===== src/rtl/gib_pkg.sv =====
package gib_pkg;
  typedef enum logic [1:0] {
    MODE_HIGH = 2'd0,
    MODE_LOW  = 2'd1,
    MODE_RISE = 2'd2,
    MODE_FALL = 2'd3
  } pin_mode_e;

  typedef struct packed {
    logic      report_en;
    logic      capture_en;
    pin_mode_e mode;
  } pin_setup_t;

  localparam int SETUP_W = $bits(pin_setup_t);
endpackage


===== src/rtl/gib_sync.sv =====
module gib_sync #(
  parameter int WIDTH  = 8,
  parameter int STAGES = 2
) (
  input  logic             clk,
  input  logic             rst_n,
  input  logic [WIDTH-1:0] async_i,
  output logic [WIDTH-1:0] sync_o
);
  logic [WIDTH-1:0] stage_q [STAGES];

  always_ff @(posedge clk or negedge rst_n) begin
    if (!rst_n) begin
      for (int s = 0; s < STAGES; s++) stage_q[s] <= '0;
    end else begin
      stage_q[0] <= async_i;
      for (int s = 1; s < STAGES; s++) stage_q[s] <= stage_q[s-1];
    end
  end

  assign sync_o = stage_q[STAGES-1];
endmodule


===== src/rtl/gib_pin_detect.sv =====
module gib_pin_detect
  import gib_pkg::*;
(
  input  logic       clk,
  input  logic       rst_n,
  input  logic       level_i,
  input  pin_setup_t setup_i,
  input  logic       clear_i,
  output logic       pending_o
);
  logic hist_q;
  logic pend_q;
  logic fire;
  logic hist_idle;

  // Edge history parks at the level that precedes the edge while capture is off.
  assign hist_idle = (setup_i.mode == MODE_FALL);

  always_comb begin
    unique case (setup_i.mode)
      MODE_HIGH: fire = level_i;
      MODE_LOW:  fire = !level_i;
      MODE_RISE: fire = level_i && !hist_q;
      MODE_FALL: fire = !level_i && hist_q;
      default:   fire = 1'b0;
    endcase
    fire = fire && setup_i.capture_en;
  end

  always_ff @(posedge clk or negedge rst_n) begin
    if (!rst_n) begin
      hist_q <= 1'b0;
      pend_q <= 1'b0;
    end else begin
      hist_q <= setup_i.capture_en ? level_i : hist_idle;
      pend_q <= (pend_q && !clear_i) || fire;
    end
  end

  assign pending_o = pend_q;
endmodule


===== src/rtl/gpio_irq_bank.sv =====
module gpio_irq_bank
  import gib_pkg::*;
#(
  parameter int NUM_PINS = 8,
  parameter int ADDR_W   = $clog2(NUM_PINS + 1),
  parameter int DATA_W   = (NUM_PINS > SETUP_W) ? NUM_PINS : SETUP_W
) (
  input  logic                clk,
  input  logic                rst_n,
  input  logic [NUM_PINS-1:0] gpio_i,
  input  logic                reg_we,
  input  logic [ADDR_W-1:0]   reg_addr,
  input  logic [DATA_W-1:0]   reg_wdata,
  output logic [DATA_W-1:0]   reg_rdata,
  output logic                irq_summary_o
);
  localparam logic [ADDR_W-1:0] PEND_ADDR = ADDR_W'(NUM_PINS);

  logic [NUM_PINS-1:0] pin_sync;
  logic [NUM_PINS-1:0] status_q;
  logic [NUM_PINS-1:0] capture_vec;
  logic [NUM_PINS-1:0] report_vec;
  logic [NUM_PINS-1:0] clear_vec;
  pin_setup_t          setup_q [NUM_PINS];

  gib_sync #(.WIDTH(NUM_PINS), .STAGES(2)) u_sync (
    .clk    (clk),
    .rst_n  (rst_n),
    .async_i(gpio_i),
    .sync_o (pin_sync)
  );

  assign clear_vec = (reg_we && reg_addr == PEND_ADDR) ? reg_wdata[NUM_PINS-1:0] : '0;

  for (genvar p = 0; p < NUM_PINS; p++) begin : g_pin
    always_ff @(posedge clk or negedge rst_n) begin
      if (!rst_n) setup_q[p] <= '0;
      else if (reg_we && reg_addr == ADDR_W'(p))
        setup_q[p] <= pin_setup_t'(reg_wdata[SETUP_W-1:0]);
    end

    assign capture_vec[p] = setup_q[p].capture_en;
    assign report_vec[p]  = setup_q[p].report_en;

    gib_pin_detect u_det (
      .clk      (clk),
      .rst_n    (rst_n),
      .level_i  (pin_sync[p]),
      .setup_i  (setup_q[p]),
      .clear_i  (clear_vec[p]),
      .pending_o(status_q[p])
    );
  end

  assign irq_summary_o = |(status_q & report_vec);

  always_comb begin
    reg_rdata = '0;
    for (int p = 0; p < NUM_PINS; p++)
      if (reg_addr == ADDR_W'(p)) reg_rdata = DATA_W'(setup_q[p]);
    if (reg_addr == PEND_ADDR) reg_rdata = DATA_W'(status_q);
  end
endmodule


===== config.mk =====
export PLATFORM = sky130hd
export DESIGN_NAME = gpio_irq_bank
export DESIGN_NICKNAME = d
export VERILOG_FILES = /design/src/rtl/gib_pkg.sv /design/src/rtl/gib_sync.sv /design/src/rtl/gib_pin_detect.sv /design/src/rtl/gpio_irq_bank.sv
export SDC_FILE = /design/constraint.sdc
export NUM_CORES = 1
export LEC_CHECK = 0
export ABC_AREA = 1
export ABC_CLOCK_PERIOD_IN_PS = 3700
export BUFFER_PORTS_ARGS = -buffer_cell sky130_fd_sc_hd__buf_2
export CELL_PAD_IN_SITES_DETAIL_PLACEMENT = 1
export CELL_PAD_IN_SITES_GLOBAL_PLACEMENT = 2
export CORE_UTILIZATION = 37
export DETAILED_ROUTE_END_ITERATION = 10
export GPL_ROUTABILITY_DRIVEN = 0
export PLACE_DENSITY_LB_ADDON = 0.2
export SYNTH_ARGS = -nofsm -noshare
export SYNTH_HDL_FRONTEND = slang
export SYNTH_SLANG_ARGS = --single-unit

===== constraint.sdc =====
create_clock -name clk -period 3.7 [get_ports clk]
set_input_delay 0.74 -clock clk [delete_from_list [all_inputs] [get_ports clk]]
set_output_delay 0.74 -clock clk [all_outputs]
set_load 0.05 [all_outputs]

* Word-level counts from Yosys, hierarchy flattened
Cells that the tools add are included.
Widths: inputs -> output; s select.
** Storage, ports and cells
- Flip-flop bits (word level) :: 64
- Memory bits (read-only) :: 0
- Bits in latches :: 0
- Memories kept :: 0
- Logic and storage cells :: 184
- Bits in writable memories :: 0
** Cells by class
- Eq/ne operators :: 32
- $add $sub $neg :: 0
- Bitwise gates (word level) :: 1
- Multiplexer cells :: 26
- Reductions and logical operators :: 83
- Div/mod/pow operators :: 0
- Multipliers :: 0
- $lt $le $gt $ge :: 0
- Shifts and indexed selects :: 0
** Operator list (number)
- $mux 8 :: 9
- $logic_and 1x1->1 :: 41
- $eq 2x2->1 const B :: 16
- $pmux 1 s4 :: 8
- $logic_not 1->1 :: 24
- $eq 2x1->1 const B :: 8
- $eq 4x3->1 const B :: 4
- $logic_not 2->1 :: 8
- $and 8x8->8 :: 1
- $eq 4x2->1 const B :: 2
- $logic_or 1x1->1 :: 8
- $mux 1 :: 8
- $reduce_or 8->1 :: 1
- $eq 4x1->1 const B :: 1
- $eq 4x4->1 const B :: 1
- $logic_not 4->1 :: 1
- $mux 4 :: 1

* Depth between registers and ports, before layout
Gate-level depths: netlist of the first run.
- Depth in word-level cells :: 10
- Mapped depth :: 8
- Depth with buffers taken out :: 8

* By module
From an unflattened synthesis of the first run, not the netlist that was laid out.
** Second synthesis, totals
- Cell total of the unflattened synthesis :: 390
- Area, all modules :: 3091.7 µm²
** Modules (own cells, without submodules)
- gpio_irq_bank :: instances 1, cells each 230, area each 1740.4 µm², sequential area each 800.8 µm²
- gib_pin_detect :: instances 8, cells each 17, area each 111.4 µm², sequential area each 50.0 µm²
- gib_sync :: instances 1, cells each 24, area each 460.4 µm², sequential area each 400.4 µm²

* Worst setup path before layout of the first run
No wires, ideal clock.
- Path type :: in2out
- From :: input port reg_addr[1]
- To :: output port reg_rdata[4]
- Data required time :: 2.960 ns
- Arrival time :: 1.990 ns
- Cell stages on the path :: 5
- Path buffers :: 0
- Slack :: 0.970 ns
- Path through :: nor2_4 -> inv_2 -> nor3_4 -> inv_1 -> nor2_1
** On the way
- Longest elaborated chain between the ends :: 8
- Elaborated cells on any way between the ends :: 14
- Classes of those cells :: 7 x eq/ne; 7 x mux
** RTL lines
- start, declared :: line gpio_irq_bank.sv:12 : input logic [ADDR_W-1:0] reg_addr,
- $eq 4x2->1 :: line gpio_irq_bank.sv:60 : if (reg_addr == ADDR_W'(p)) reg_rdata = DATA_W'(setup_q[p]);
- $mux 8 (6 in series) :: line gpio_irq_bank.sv:60
- $mux 8 * :: line gpio_irq_bank.sv:61 : if (reg_addr == PEND_ADDR) reg_rdata = DATA_W'(status_q);
- end, declared :: line gpio_irq_bank.sv:14 : output logic [DATA_W-1:0] reg_rdata,
Mark *: on every way between the ends. The rest lies on a longest branch, timed or not.

* Worst setup path after layout of the first run
- From :: input port reg_addr[1]
- To :: output port reg_rdata[7]
Same word-level chain as after synthesis.

==> impl_metrics.json, run 1 <==
{
  "wl_met3_um": 189,
  "outcome": "finished clean",
  "cts_tree": "yes",
  "die_h_um": 88.8,
  "grt-ovfl-total": 0,
  "die-area_um2": 7890,
  "hold_viol": 0,
  "synth_area_per_cell_um2": 8.55,
  "r2r_setup_slack_ns": 2.52,
  "cp_max_fo": 10,
  "clock_path_buffers": 2,
  "max_cap_viol_count": 0,
  "fin_skew_ns": 0.00676,
  "htreeDepth": 3,
  "drt_iter0_drc": 72,
  "rr_startpoint": "setup_q[17]",
  "met1Wirelength_mm": 3.60,
  "critPathKind": "in2out",
  "setup_viol": 0,
  "arrival_ns": 2.09,
  "hold_path.class": "in2async",
  "post_cts_buffers": 0,
  "finalWorstSetupSlack_ns": 0.866,
  "vias": 2357,
  "diodes": 0,
  "setup_tns_ns": 0,
  "max_freq_mhz": 353,
  "p_per_area_nw_per_um2": 556,
  "antenna_found_initial": 0,
  "ys_ff_latch": 64,
  "postCtsHoldBufs": 0,
  "max_slew_margin_pct": 61.6,
  "drive_gt1_share_pct": 16.6,
  "grt_pass1_vias": 2441,
  "synth_nets": 349,
  "grt_pass1_wl_mm": 12.0,
  "start_kind": "input port",
  "final_util_pct": 45.2,
  "grt_usage_pct": 21.2,
  "drc": 0,
  "synth_warnings": 0,
  "num-nets-final": 391,
  "cts_root_buf": "clkbuf_8",
  "post-route-period-util_pct": 76.6,
  "cts_sinks": 64,
  "routed-wl-met2_mm": 3.50,
  "die_w_um": 88.8,
  "area_growth_pct": 17.6,
  "synth_cell_types": 22,
  "synth_area_um2": 2790,
  "routed.top_layer": "met4",
  "rsz0062_at_grt": "no",
  "via_per_inst": 4.99,
  "required_ns": 2.96,
  "ys_seq_area_share_pct": 57.4,
  "hpwl_mm": 5.40,
  "numPortBuffers": 31,
  "cp-end-kind": "output pin",
  "routedWlPerCell_um": 15.7,
  "worst_pin_slew_ns": 0.576,
  "pre_cts_slack_ns": 0.832,
  "cts_resized": 0,
  "numCtsBuffers": 9,
  "ant_nets": 0,
  "firstDrtPassIters": 4,
  "syn_inst": 326,
  "clkLatencyLatePin_ns": 0.34,
  "period_needed_ns": 2.83,
  "worst_hold_slack_ns": 0.348,
  "finalPower_uw": 1820,
  "cp-startpoint": "reg_addr[1]",
  "floorplan.initialDensity_pct": 38.5,
  "drv_slew": 0,
  "ir_drop_mv": 0.239,
  "grt_max_degree": 44,
  "wl_mm": 7.43,
  "cts.clk_slew.worst_paths_ns": 0.07,
  "row_count": 31,
  "io_pins": 32,
  "coreArea_um2": 7250,
  "p_leak_uw": 0.00159
}
==> kinds of logic (layout without fill, tap and decap cells) <==
group / count (synthesis) / after routing / synth area share, %
compound gates: 73 / 73 / 13.8
buf+inv: 30 / 77 / 4.08
simple gates: 159 / 159 / 24.7
flops: 64 / 64 / 57.4
==> synthesized netlist by cell type <==
cell	number	area, um2
a21oi_1	14	70.1
a221oi_1	2	17.5
buf_1	1	3.75
buf_2	1	5.00
dfrtp_1	64	1600
inv_1	25	93.8
inv_2	3	11.3
nand2_1	104	390
nand2_2	1	6.26
nand3_1	24	120
nand4_1	4	25.0
nor2_1	15	56.3
nor2_2	4	25.0
nor2_4	2	22.5
nor3_1	2	10.0
nor3_2	1	10.0
nor3_4	1	16.3
o21ai_0	47	235
o21ai_1	6	30.0
o221ai_1	2	17.5
o31ai_1	2	15.0
or2_2	1	6.26
==> layout by cell type (no fill, tap or decap), types with 3 or more instances in the layout <==
| cell | n |
|---|---|
| inv_1 | 25 |
| buf_2 | 31 |
| inv_2 | 3 |
| nand4_1 | 4 |
| dfrtp_1 | 64 |
| a21oi_1 | 14 |
| nor2_1 | 15 |
| nand3_1 | 24 |
| nand2_1 | 104 |
| o21ai_1 | 6 |
| clkbuf_8 | 11 |
| o21ai_0 | 47 |
| nor2_2 | 4 |
==> registers in the layout, summed over array words and instances (netlist names) <==
signal	count
u_sync.sync_o	8
report_vec	8
u_sync.stage_q	8
capture_vec	8
g_pin.u_det.hist_q	8
setup_q	16
g_pin.u_det.pending_o	8
==> critical path: stages <==
cell	delay (ns)
buf_2	0.16
nor2_4	0.19
inv_2	0.08
nor3_4	0.37
inv_1	0.16
nor2_1	0.12
buf_2	0.27
==> per-stage QoR <==
step | instance area, um2 | cells
after detailed placement | 3070 | 456
final | 3280 | 472
after global placement | 3070 | 456
after CTS | 3280 | 472
after floorplan | 2790 | 326
after global routing | 3280 | 472
==> report_power, final <==
part	switching, uW	internal, uW	leakage, uW
logic	188	96.6	0.000717
registers	112	812	0.000774
clock network	271	345	0.000101
==> layout make-up <==
class	instances	area (um2)
fillers	894	3970
clock inverters	5	55.1
flip-flops and latches	64	1600
multi-input cells	232	1070
clock buffers	11	151
inverters	28	105
well taps	99	124
repair buffers	33	170
==> worst paths after layout <==
path,to,depth (start not counted)
worst max-delay path,reg_rdata[7],7
worst min-delay path,g_pin[5].u_det.hist_q,1
worst max register to register,g_pin[3].u_det.pending_o,5
worst min register to register,u_sync.sync_o[1],0
max in group asynchronous,report_vec[5],2
min in group clk,u_sync.sync_o[1],0
==> metal layers <==
metal  track usage, %  vias to the layer above
met5                0                        -
met4             10.1                        0
met3             3.64                       12
met2             34.3                       32
met1             27.7                     1139
li1                 -                     1174
(Power assumes the default switching activity.)
==> run 2, diff against run 1 <==
--- a/config.mk
+++ b/config.mk
@@ -6,11 +6,11 @@
 export NUM_CORES = 1
 export LEC_CHECK = 0
 export ABC_AREA = 1
-export ABC_CLOCK_PERIOD_IN_PS = 3700
+export ABC_CLOCK_PERIOD_IN_PS = 2500
 export BUFFER_PORTS_ARGS = -buffer_cell sky130_fd_sc_hd__buf_2
 export CELL_PAD_IN_SITES_DETAIL_PLACEMENT = 1
 export CELL_PAD_IN_SITES_GLOBAL_PLACEMENT = 2
-export CORE_UTILIZATION = 37
+export CORE_UTILIZATION = 31
 export DETAILED_ROUTE_END_ITERATION = 10
 export GPL_ROUTABILITY_DRIVEN = 0
 export PLACE_DENSITY_LB_ADDON = 0.2
==> constraint.sdc (replaced) <==
create_clock -name clk -period 2.5 [get_ports clk]
set_input_delay 0.5 -clock clk [delete_from_list [all_inputs] [get_ports clk]]
set_output_delay 0.5 -clock clk [all_outputs]
set_load 0.05 [all_outputs]
==> impl_metrics.json, run 2 (same netlist as run 1, synthesis figures left out) <==
{
  "wl_mm": 7.84,
  "cts_resized": 0,
  "mostFrequentLayoutCells": "nand2_1, dfrtp_1, o21ai_0",
  "coreArea_um2": 8720,
  "row_count": 34,
  "final_util_pct": 38.0,
  "grt_usage_pct": 18.6,
  "required_ns": 2.00,
  "period_needed_ns": 2.30,
  "grt_pass1_wl_mm": 13.3,
  "die_w_um": 96.9,
  "clkLatencyLatePin_ns": 0.34,
  "hpwl_mm": 5.87,
  "routedWlPerCell_um": 16.2,
  "critPathKind": "in2out",
  "finalWorstSetupSlack_ns": 0.198,
  "setup_tns_ns": 0,
  "hold_viol": 0,
  "htreeDepth": 3,
  "grt_pass1_vias": 2510,
  "post-route-period-util_pct": 92.1,
  "io_pins": 32,
  "cp_max_fo": 4,
  "worst_pin_slew_ns": 0.618,
  "numPortBuffers": 31,
  "die_h_um": 96.9,
  "die-area_um2": 9380,
  "ant_nets": 0,
  "crit_chain": "buf_2 -> inv_1 -> nor2_2 -> inv_2 -> nor3_2 -> nand2_1 -> nand4_1 -> nand2_1 -> nand2_1 -> buf_2",
  "cts_sinks": 64,
  "slowest_delay_ns": 0.25,
  "drt_iter0_drc": 70,
  "cts_tree": "yes",
  "diodes": 0,
  "arrival_ns": 1.80,
  "layout_commonest_cell": "nand2_1",
  "drive_gt1_share_pct": 17.3,
  "floorplan.initialDensity_pct": 32.0,
  "clock_path_buffers": 2,
  "hold_path.class": "in2async",
  "p_per_area_nw_per_um2": 819,
  "vias": 2386,
  "ir_drop_mv": 0.310,
  "setup_viol": 0,
  "cp_top_family": "simple AND/OR/NAND/NOR gates",
  "post_cts_buffers": 0,
  "crit_buf_inv": 4,
  "antenna_found_initial": 0,
  "top_register": "setup_q",
  "path_common_cell": "nand2_1",
  "numCtsBuffers": 9,
  "cts.clk_slew.worst_paths_ns": 0.08,
  "drc": 0,
  "worst_hold_slack_ns": 0.169,
  "cp-end-kind": "output pin",
  "fin_skew_ns": 0.00540,
  "firstDrtPassIters": 4,
  "dp.cells": 468,
  "max_cap_viol_count": 0,
  "drv_slew": 0,
  "largest_register_ffs": 16,
  "max_slew_margin_pct": 58.8,
  "fin_cells": 484,
  "p_leak_uw": 0.00160,
  "rsz0062_at_grt": "no",
  "cts_root_buf": "clkbuf_8",
  "max_freq_mhz": 434,
  "pre_cts_slack_ns": 0.206,
  "area_growth_pct": 18.8,
  "outcome": "finished clean",
  "num-nets-final": 394,
  "crit_path_top_delay_cell": "buf_2",
  "grt-ovfl-total": 0,
  "grt_max_degree": 28,
  "via_per_inst": 4.93,
  "postCtsHoldBufs": 0,
  "start_kind": "input port"
}
[run 2: final timing paths]
check	from	cells past startpoint	endpoint	slack (ns)
min	rst_n	1	setup_q[17]	0.17
min in group clk	gpio_i[0]	1	u_sync.stage_q[8]	0.26
min reg2reg	u_sync.stage_q[13]	0	u_sync.sync_o[5]	0.35
max in group asynchronous	rst_n	2	capture_vec[7]	1.60
max reg2reg	setup_q[1]	5	g_pin[7].u_det.pending_o	1.50
max	reg_addr[2]	10	reg_rdata[0]	0.20
[run 2: cell type report]
class,instances,area (um2)
clock inverter,7,80.1
multi-input combinational,232,1070
fill,1037,5410
sequential,64,1600
tap,108,135
timing repair buffer,36,193
inverter,28,105
clock buffer,9,124
[run 2: per-layer routing]
layer	share of wire [%]	wire length [um]	up-vias	GRT usage [%]
met3	2.3	177	7	3.90
met2	48	3790	23	30.2
met1	48	3760	1176	24.5
met5	0	0	-	0
met4	1.3	104	0	6.54
li1	-	-	1180	-
[run 2: report_power, final]
part / switching (uW) / leakage, uW / internal, uW
clock: 445 / 0.0000964 / 470
sequential: 174 / 0.000774 / 1200
combinational: 278 / 0.000733 / 145
total: 896 / 0.00160 / 1820
[run 2: stage by stage]
stage | power, uW | area, um2
2_1_floorplan | 1620 | 2790
3_3_place_gp | 1800 | 3110
3_5_place_dp | 1830 | 3110
4_1_cts | 2750 | 3310
5_1_grt | 2890 | 3310
6_report | 2710 | 3310
==> run 3, diff against run 2 <==
--- a/config.mk
+++ b/config.mk
@@ -13,7 +13,7 @@
 export CORE_UTILIZATION = 31
 export DETAILED_ROUTE_END_ITERATION = 10
 export GPL_ROUTABILITY_DRIVEN = 0
-export PLACE_DENSITY_LB_ADDON = 0.2
+export PLACE_DENSITY = 0.72
 export SYNTH_ARGS = -nofsm -noshare
 export SYNTH_HDL_FRONTEND = slang
 export SYNTH_SLANG_ARGS = --single-unit
==> impl_metrics.json, run 3 (same netlist as run 1, synthesis figures left out) <==
{
  "outcome": "finished clean",
  "start_kind": "input port",
  "numPortBuffers": 31,
  "rsz0062_at_grt": "no",
  "grt-ovfl-total": 0,
  "io_pins": 32,
  "area_growth_pct": 18.0,
  "antenna_found_initial": 0,
  "clockPowerShare_pct": 32.8,
  "via_per_inst": 4.86,
  "rr_startpoint": "setup_q[1]",
  "num-nets-final": 392,
  "top_register": "setup_q",
  "required_ns": 2.00,
  "die-area_um2": 9380,
  "drt_iter0_drc": 66,
  "hold_viol": 0,
  "drc": 0,
  "cp-startpoint": "reg_addr[3]",
  "max_cap_viol_count": 0,
  "grt_pass1_wl_mm": 12.6,
  "post-route-period-util_pct": 92.0,
  "postCtsHoldBufs": 0,
  "mostFrequentLayoutCells": "nand2_1, dfrtp_1, o21ai_0",
  "drv_slew": 0,
  "clkLatencyLatePin_ns": 0.35,
  "cts_tree": "yes",
  "hpwl_mm": 5.49,
  "largest_register_ffs": 16,
  "cp-end-kind": "output pin",
  "r2r_setup_slack_ns": 1.44,
  "firstDrtPassIters": 4,
  "critPathKind": "in2out",
  "worst_pin_slew_ns": 0.427,
  "routedWlPerCell_um": 15.7,
  "layout_commonest_cell": "nand2_1",
  "slowest_delay_ns": 0.26,
  "numCtsBuffers": 9,
  "cp_max_fo": 13,
  "drive_gt1_share_pct": 16.4,
  "diodes": 0,
  "fin_skew_ns": 0.0113,
  "crit_path_top_delay_cell": "buf_2",
  "worst_hold_slack_ns": 0.157,
  "crit_chain": "buf_2 -> nor2_1 -> buf_4 -> nand3_1 -> nand3_1 -> nor2_1 -> nand4_1 -> nand2_1 -> nand2_1 -> buf_2",
  "floorplan.initialDensity_pct": 32.0,
  "wl_mm": 7.54,
  "max_freq_mhz": 435,
  "period_needed_ns": 2.30,
  "grt_pass1_vias": 2340,
  "p_leak_uw": 0.00160,
  "setup_viol": 0,
  "cts_resized": 0,
  "r2r-end": "g_pin[7].u_det.pending_o",
  "cts_sinks": 64,
  "max_slew_margin_pct": 71.5,
  "cts.clk_slew.worst_paths_ns": 0.07,
  "hold_path.class": "in2async",
  "htreeDepth": 3,
  "post_cts_buffers": 0,
  "crit_buf_inv": 3,
  "grt_usage_pct": 17.6,
  "ir_drop_mv": 0.299,
  "setup_tns_ns": 0,
  "rr_worst_depth": 5,
  "combPwrFrac_pct": 15.8,
  "row_count": 34,
  "switchingPower_uw": 836,
  "cp_top_family": "simple AND/OR/NAND/NOR gates",
  "grt_max_degree": 65,
  "ant_nets": 0,
  "cts_root_buf": "clkbuf_8",
  "arrival_ns": 1.80,
  "p_per_area_nw_per_um2": 808,
  "p_sw_share_pct": 31.4,
  "die_w_um": 96.9,
  "vias": 2340,
  "die_h_um": 96.9,
  "coreArea_um2": 8720,
  "seqPwrFrac_pct": 51.4,
  "p_int_uw": 1820,
  "clock_path_buffers": 2
}
run 3: cell types whose count changed in the layout (fill, tap and decap cells not counted):
| cell | before | now |
|---|---|---|
| buf_12 | 0 | 1 |
| buf_4 | 5 | 2 |
| clkbuf_1 | 0 | 1 |
| clkbuf_8 | 9 | 10 |
| clkinv_2 | 0 | 3 |
| clkinv_4 | 2 | 0 |
| clkinvlp_4 | 2 | 0 |
| inv_6 | 2 | 0 |
run 3: stage by stage:
step / utilization, % / setup slack [ns] / std cells / total power [uW] / area, um2
after global placement: 35.6 / 0.192 / 466 / 1800 / 3110
after global routing: 37.7 / 0.0398 / 481 / 2820 / 3290
final: 37.7 / 0.200 / 481 / 2660 / 3290
after floorplan: - / 0.250 / 326 / 1620 / 2790
after detailed placement: 35.6 / 0.186 / 466 / 1820 / 3110
after CTS: 37.7 / 0.184 / 481 / 2710 / 3290
run 3: layout make-up:
class	count	area, um2
tap	108	135
multi-input combinational	232	1070
fill	1068	5430
clock inverter	4	45.0
sequential	64	1600
inverter	28	105
timing repair buffer	34	190
clock buffer	11	141
run 3: worst max path at each step:
stage	cells past startpoint	endpoint	slack [ns]
after floorplan	5	reg_rdata[4]	0.25
after CTS	10	reg_rdata[1]	0.18
final	10	reg_rdata[1]	0.20
after detailed placement	10	reg_rdata[1]	0.19
after global placement	10	reg_rdata[1]	0.19
after global routing	10	reg_rdata[1]	0.04
run 3: worst register-to-register path, stage by stage (launching register included):
cell	delay, ns
dfrtp_1	0.37
inv_1	0.08
nor2_1	0.10
nor3_1	0.05
o21ai_0	0.24
nand2_1	0.09
run 3: layer usage:
| metal | up-vias | part of all wire, % | global-route usage (%) |
|---|---|---|---|
| met2 | 39 | 46 | 27.7 |
| li1 | 1166 | - | - |
| met5 | - | 0 | 0 |
| met4 | 0 | 1.5 | 6.54 |
| met1 | 1126 | 49 | 23.6 |
| met3 | 9 | 3.2 | 3.97 |
run 3: power groups by stage:
stage	clock network [uW]	registers (uW)	logic [uW]
global placement	0	1380	416
detailed placement	0	1390	433
global route	938	1390	489
CTS	906	1370	432
finish	874	1370	419
floorplan	0	1320	298
